[config.mk]
export PLATFORM = sky130hd
export DESIGN_NAME = ide_dma_regbank
export DESIGN_NICKNAME = d
export VERILOG_FILES = /design/src/rtl/ide_dma_regbank.sv
export SDC_FILE = /design/constraint.sdc
export NUM_CORES = 1
export LEC_CHECK = 0
export ABC_CLOCK_PERIOD_IN_PS = 1950
export CORE_MARGIN = 5
export CORE_UTILIZATION = 45
export CTS_CLUSTER_DIAMETER = 40
export CTS_CLUSTER_SIZE = 28
export DETAILED_ROUTE_END_ITERATION = 8
export PLACE_DENSITY = 0.65
export SKIP_LAST_GASP = 1
export SYNTH_ARGS = -nofsm -noshare
export SYNTH_HDL_FRONTEND = slang
export SYNTH_SLANG_ARGS = --single-unit
[constraint.sdc]
create_clock -name clk -period 1.95 [get_ports clk]
set_input_delay 0.39 -clock clk [delete_from_list [all_inputs] [get_ports clk]]
set_output_delay 0.39 -clock clk [all_outputs]
set_load 0.02 [all_outputs]
[src/rtl/ide_dma_regbank.sv]
module ide_dma_regbank #(
  parameter int ADDR_W = 5
) (
  input  logic              clk,
  input  logic              rst_n,
  input  logic              we,
  input  logic [ADDR_W-1:0] addr,
  input  logic [7:0]        wdata,
  output logic [7:0]        rdata,
  input  logic [1:0]        chan_irq,
  input  logic [1:0]        chan_err,
  output logic              irq_o
);
  localparam int NCH = 2;

  logic [2:0] off;
  logic       in_range;
  logic [1:0] pend, blk;
  logic [7:0] mode;
  logic [7:0] chan_rd [NCH];
  logic [7:0] chan_st [NCH];

  assign off      = addr[2:0];
  assign in_range = (addr >> 4) == '0;
  assign mode     = {2'b00, blk, pend, 2'b00};
  assign irq_o    = (pend[0] & ~blk[0]) | (pend[1] & ~blk[1]);
  assign rdata    = in_range ? chan_rd[addr[3]] : 8'hFF;

  always_ff @(posedge clk) begin
    if (!rst_n) begin
      pend <= '0;
      blk  <= '0;
    end else begin
      pend <= chan_irq;
      if (we && in_range && off == 3'd1) blk <= wdata[5:4];
    end
  end

  for (genvar c = 0; c < NCH; c++) begin : g_ch
    logic       wsel;
    logic [7:0] cmd, tim;
    logic [7:0] ptr [4];
    logic       act, ev_err, ev_irq;
    logic [1:0] scratch;

    assign wsel       = we && in_range && (addr[3] == 1'(c));
    assign chan_st[c] = {1'b0, scratch, 2'b00, ev_irq, ev_err, act};

    always_ff @(posedge clk) begin
      if (!rst_n) begin
        cmd     <= '0;
        tim     <= '0;
        act     <= 1'b0;
        ev_err  <= 1'b0;
        ev_irq  <= 1'b0;
        scratch <= '0;
        for (int i = 0; i < 4; i++) ptr[i] <= '0;
      end else begin
        if (wsel && off == 3'd0) begin
          cmd <= wdata;
          act <= wdata[0];
        end
        if (wsel && off == 3'd2) scratch <= wdata[6:5];
        if (wsel && off == 3'd3) tim <= wdata;
        if (wsel && off[2]) ptr[off[1:0]] <= wdata;
        if (chan_err[c]) ev_err <= 1'b1;
        else if (wsel && off == 3'd2 && wdata[1]) ev_err <= 1'b0;
        if (chan_irq[c]) ev_irq <= 1'b1;
        else if (wsel && off == 3'd2 && wdata[2]) ev_irq <= 1'b0;
      end
    end

    always_comb begin
      case (off)
        3'd0:    chan_rd[c] = cmd;
        3'd1:    chan_rd[c] = mode;
        3'd2:    chan_rd[c] = chan_st[c];
        3'd3:    chan_rd[c] = tim;
        default: chan_rd[c] = ptr[off[1:0]];
      endcase
    end
  end
endmodule

---- Word level (Yosys, flattened, before mapping) ----
Memory sizes are Yosys's and may differ from the RTL's.
Cells that the tools add are included.
cells by class
  magnitude comparators ................... 1
  equal/unequal tests ..................... 3
  mux-type cells .......................... 27
  bitwise logic cells ..................... 7
  reduce and logical (&&, ||, !) cells .... 24
operators by type and width
  kind                                                 count
  one-hot mux 8 bit (4 select lines)                   2
  two-way mux 8 bit                                    6
  two-way mux 1 bit                                    17
  logical AND 1 bit                                    16
  OR reduction 8 bit                                   2
  nonzero test 2 bit                                   4
  equality test 3 x 2 -> 1 bit, second input constant  2
  zero test 5 bit                                      1
  two-way mux 2 bit                                    2
  equality test 3 x 1 -> 1 bit, second input constant  1
  zero test 3 bit                                      1
  NOT 1 bit                                            3
  AND 1 bit                                            2
  >= comparator 2 bit, second input constant           1
  NOT 1 -> 2 bit                                       1
  bitwise OR 1 bit                                     1
storage, ports and cells
  bits in registers ....................... 46
  RAM bits ................................ 64
  input port bits ......................... 20
  output and inout port bits .............. 9
  word-level logic and storage cells ...... 78
  memories kept ........................... 2
memory list
  memory       depth  width  read ports  clocked after memory_dff  write ports  line  text
  g_ch[0].ptr  4      8      1           0                         4            42    logic [7:0] ptr [4];
  g_ch[1].ptr  4      8      1           0                         4            42

---- Logic depth before layout (Yosys ltp) ----
  depth in word-level cells ............... 9
  gate-level depth with buffers ........... 7
  mapped depth without buffers ............ 4

---- Least setup slack after synthesis ----
OpenSTA, ideal clock, no wires.
  path kind ............................... input to output
  from .................................... in addr[1]
  to ...................................... out rdata[2]
  arrival ................................. 1.705 ns
  required time ........................... 1.560 ns
  setup slack ............................. -0.145 ns
  cell stages on the path ................. 6
  path buffers ............................ 2
  path through ............................ buf_2 > buf_2 > mux4_2 > mux2_2 > o32ai_2 > a31oi_1
on the way
  cells in the longest elaborated chain, start to end .. 6
  elaborated cells between the ends (all ways) .. 12
  classes of those cells .................. 3 x eq/ne; 6 x mux; 1 x reduce/logical; 2 x memory
RTL lines
  element                                                    line  text
  start, declared                                            7     input logic [ADDR_W-1:0] addr,
  memory read (4 x 8 bit) (tied with other cells)            -
  one-hot mux 8 bit (4 select lines)                         74    case (off)
  two-way mux 8 bit (not written as such) (*) (3 in series)  27    assign rdata = in_range ? chan_rd[addr[3]] : 8'hFF;
  two-way mux 8 bit (*)                                      27
  end, declared                                              9     output logic [7:0] rdata,
Every way passes the cells marked *; elsewhere a longest branch is shown, timed or not. The select of a mux whose other input is x is not followed.

---- Worst setup path in the final report ----
  from .................................... mem g_ch[0].ptr[2][2]
  to ...................................... out rdata[2]
on the way
  cells in the longest elaborated chain, start to end .. 6
RTL lines
  element                                                line
  start, declared                                        42
  memory read (4 x 8 bit)                                -
  one-hot mux 8 bit (4 select lines)                     74
  two-way mux 8 bit (not written as such) (3 in series)  27
  two-way mux 8 bit                                      27
Every way passes these cells. The select of a mux whose other input is x is not followed.

==> metrics.md <==
| Metric | Value |
|---|---|
| Status | finished with violations |
| Violated checks | negative setup slack |
| Final setup violating endpoints | 8 |
| Mean number of vias per cell | about 5.8 |
| Gate power share | between 10 and 15% |
| Largest net degree at the start of global routing | 33 |
| Buffers & Inverters on Critical Path | 1 |
| CP max stage delay | 0.47 ns |
| Synth Register Bits | between 100 and 150 |
| # fillers | 902 |
| Setup CP Type | reg -> out |
| Synth Warn # | 0 |
| Die X | approximately 120 um |
| Fraction of registers with async set/reset | 0% |
| Crit path launch | g_ch[0].ptr[2][2] |
| Design Power | 4.91 mW |
| FF-to-FF Start | g_ch[0].tim[2] |
| Worst-Skew Late Latency | 0.35 ns |
| Hold path startpoint | g_ch[0].cmd[6] |
| Routability Congestion | between 0.9 and 1 |
| Share of the synthesized area in the top cell type | 37.5% |
| Area of the multi-input gates | 0.00227 sq mm |
| WL final | 14,100 um |
| Clk pwr share | 34.4% |
| Global route overflow | 0 |
| # DRC | 0 |
| Netlist cell types | 39 |
| Unrepaired setup endpoints after global routing | true |
| PnR worst setup slack | -0.380 ns |
| Synth area leaders | edfxtp_1, dfxtp_1, mux4_2 |
| Ratio of cells with drive above 1 in the final layout | 31.3% |
| # IOs | 29 |
| Total GRT Usage | between 20 and 25% |
| Syn Inst Count | between 400 and 500 |
| Num rows | 39 |
| Leak | around 2.7 nW |
| Hold Vio Cnt, Final | 0 |
| Net Sw Frac | 24.6% |
| Avg WL per Cell | around 21 um |
| Final Cycle Share | 119% |
| Top delay family on crit path | multiplexers |
| Initial Util | a little under half |
| Critical-path cell list | mux4_2 > mux2_2 > o32ai_2 > a31oi_1 > buf_2 |
| Slew @ Worst Pin | 0.570 ns |
| Cell Area, Synth | slightly above 0.005 sq mm |
| Clock root buffer | clkbuf_16 |
| CP arrival | around 1.9 ns |
| CP Data Required Time | ~1.6 ns |
| Area of placed instances | around 0.0061 sq mm |
| Fin nets | roughly 550 |
| Final Slew Violations | 0 |
| Max transition margin | around three fifths |
| Worst-path clk slew | roughly 0.07 ns |
| NetSw | approximately 1.2 mW |
| Sum Neg Setup Slack | -1.30 ns |
| Cell taking the most area after synthesis | edfxtp_1 |
| Number of global-route vias before repair | approximately 4,000 |
| Die ar. | 0.0136 sq mm |
| Sequential power share | about 52% |
| Top_reg_cell synth | edfxtp_1 |
| Synth Area per Inst | approximately 12 sq um |
| Via Count | roughly 4,000 |
| TritonCTS clock tree | done |
| DP HPWL | approximately 10000 um |
| First DRT Iteration DRCs | ~430 |
| DRT Pass-1 Iters | 5 |
| Post-synth EDFFs | 64 |
| Critical path's slowest cell | mux4_2 |
| Syn_nets | around 460 |
| Max clock buf depth | 2 |
| Startpoint Class | flip-flop |
| Maximum vdd drop | about 0.45 mV |
| I/O Buffers | 28 |
| CTS buffer count | 9 |
| Routed Antenna Nets | 0 |
| Register area | around 0.0028 sq mm |
| Final Cell Area | between 0.006 and 0.007 sq mm |
| First-pass GRT wire length | about 22,000 um |
| Clock tree sinks | ~110 |
| Worst Setup End Kind | output pin |
| Area Overhead vs Synth | 30.1% |
| Register area share after synthesis | 54.7% |
| F_max | around 430 MHz |
| P_int | between 3 and 4 mW |
| Dpl ws | -1.10 ns |
| Clk_skew | 0 ns |
| Final min period | about 2.3 ns |
| Number of diodes | 0 |
| WHS | around 0.46 ns |
| PD cells | around 740 mW/mm^2 |
| Initial antenna violation count | 0 |
| Worst hold path class | reg -> reg |
| Htree depth | 3 |
| Critical Path Fanout Max | 1 |
| Max Cap Viol | 0 |
| Die H | 117 um |
| Core Footprint | roughly 0.011 sq mm |
[cells in the mapped netlist, types with 2 or more instances]
cell type	instances
edfxtp_1	64
and3_1	48
dfxtp_1	44
nand2_1	33
mux2i_1	28
clkbuf_1	25
nand3_1	24
nor2b_1	23
a21boi_0	20
and2_1	19
mux4_2	17
buf_2	14
o21ai_0	11
o22ai_1	10
a21oi_1	8
inv_1	8
nor2_1	6
a21o_1	4
a221oi_1	4
buf_4	4
a31oi_1	3
a22oi_1	2
a32oi_1	2
and4_1	2
mux2_2	2
nand2b_1	2
nand4_1	2
o2bb2ai_1	2
[logic make-up (layout without fill, tap and decap cells)]
group / Yosys count / after routing / synth area share, %
simple gates: 165 / 165 / 18.1
flops: 108 / 108 / 54.7
compound gates: 69 / 69 / 9.30
buf+inv: 53 / 145 / 4.52
mux: 47 / 47 / 13.4
[sequential cells by signal, indices dropped and copies added (netlist names)]
name	flops
g_ch.ptr	64
g_ch.ev_irq	2
blk	2
g_ch.ev_err	2
g_ch.tim	16
g_ch.scratch	4
g_ch.cmd	16
pend	2
[what timing repair did]
item,4_1_cts,5_1_grt
endpoints found under the hold margin,0,0
endpoints found under the setup margin,147,8
hold buffers,0,0
gates resized for setup,89,16
pin swaps,8,11
buffers inserted,7,1
gates cloned,1,0
[cells in the final DEF (no fill, tap or decap), types with 7 or more instances in the layout]
cell type,instances
a21boi_0,20
and2_1,18
inv_1,7
nor2b_1,22
mux4_2,17
o21ai_0,8
nand2_1,31
buf_12,7
buf_4,78
dfxtp_1,44
mux2i_1,24
clkdlybuf4s50_1,14
and3_1,48
clkbuf_16,9
buf_6,13
edfxtp_1,64
nand3_1,24
[power by group through the flow]
stage / Sequential, mW / Clock (mW) / Combinational [mW]
2_1_floorplan: 2.57 / 0 / 0.314
3_3_place_gp: 2.58 / 0 / 0.616
3_5_place_dp: 2.58 / 0 / 0.623
4_1_cts: 2.53 / 1.71 / 0.676
5_1_grt: 2.54 / 1.80 / 0.730
6_report: 2.53 / 1.69 / 0.691
[final timing paths]
kind                    endpoint  slack [ns]  cells past startpoint
setup / recovery        rdata[2]       -0.38                      5
hold / removal    g_ch[0].cmd[6]        0.46                      2
setup reg to reg  g_ch[0].tim[2]        1.20                      3
hold reg to reg   g_ch[0].cmd[6]        0.46                      2
[metrics by stage]
stage / utilization [%] / instances
floorplan: - / 442
global placement: 54.4 / 654
detailed placement: 54.4 / 654
CTS: 58.9 / 678
global route: 59.2 / 677
finish: 59.2 / 677
[layer usage]
layer | part of all wire (%) | global-route usage, % | routed length (um)
met1 | 43 | 30.0 | 6100
met2 | 49 | 35.9 | 6910
met3 | 5.1 | 1.97 | 725
met4 | 3.0 | 8.94 | 420
met5 | 0 | 0 | 0
[cell type report]
class	count	area share [%]
multi-input combinational	281	34.1
clock buffer	10	3.43
clock inverter	6	0.600
inverter	9	0.506
timing repair buffer	120	16.7
tap	143	2.68
sequential	108	42.0
[tightest hold or removal path, stage by stage, from the launching register on]
cell and delay [ns]:
dfxtp_1 0.31, nand2_1 0.04, a21boi_0 0.06
No activity file was read; power rests on OpenSTA's default activity.
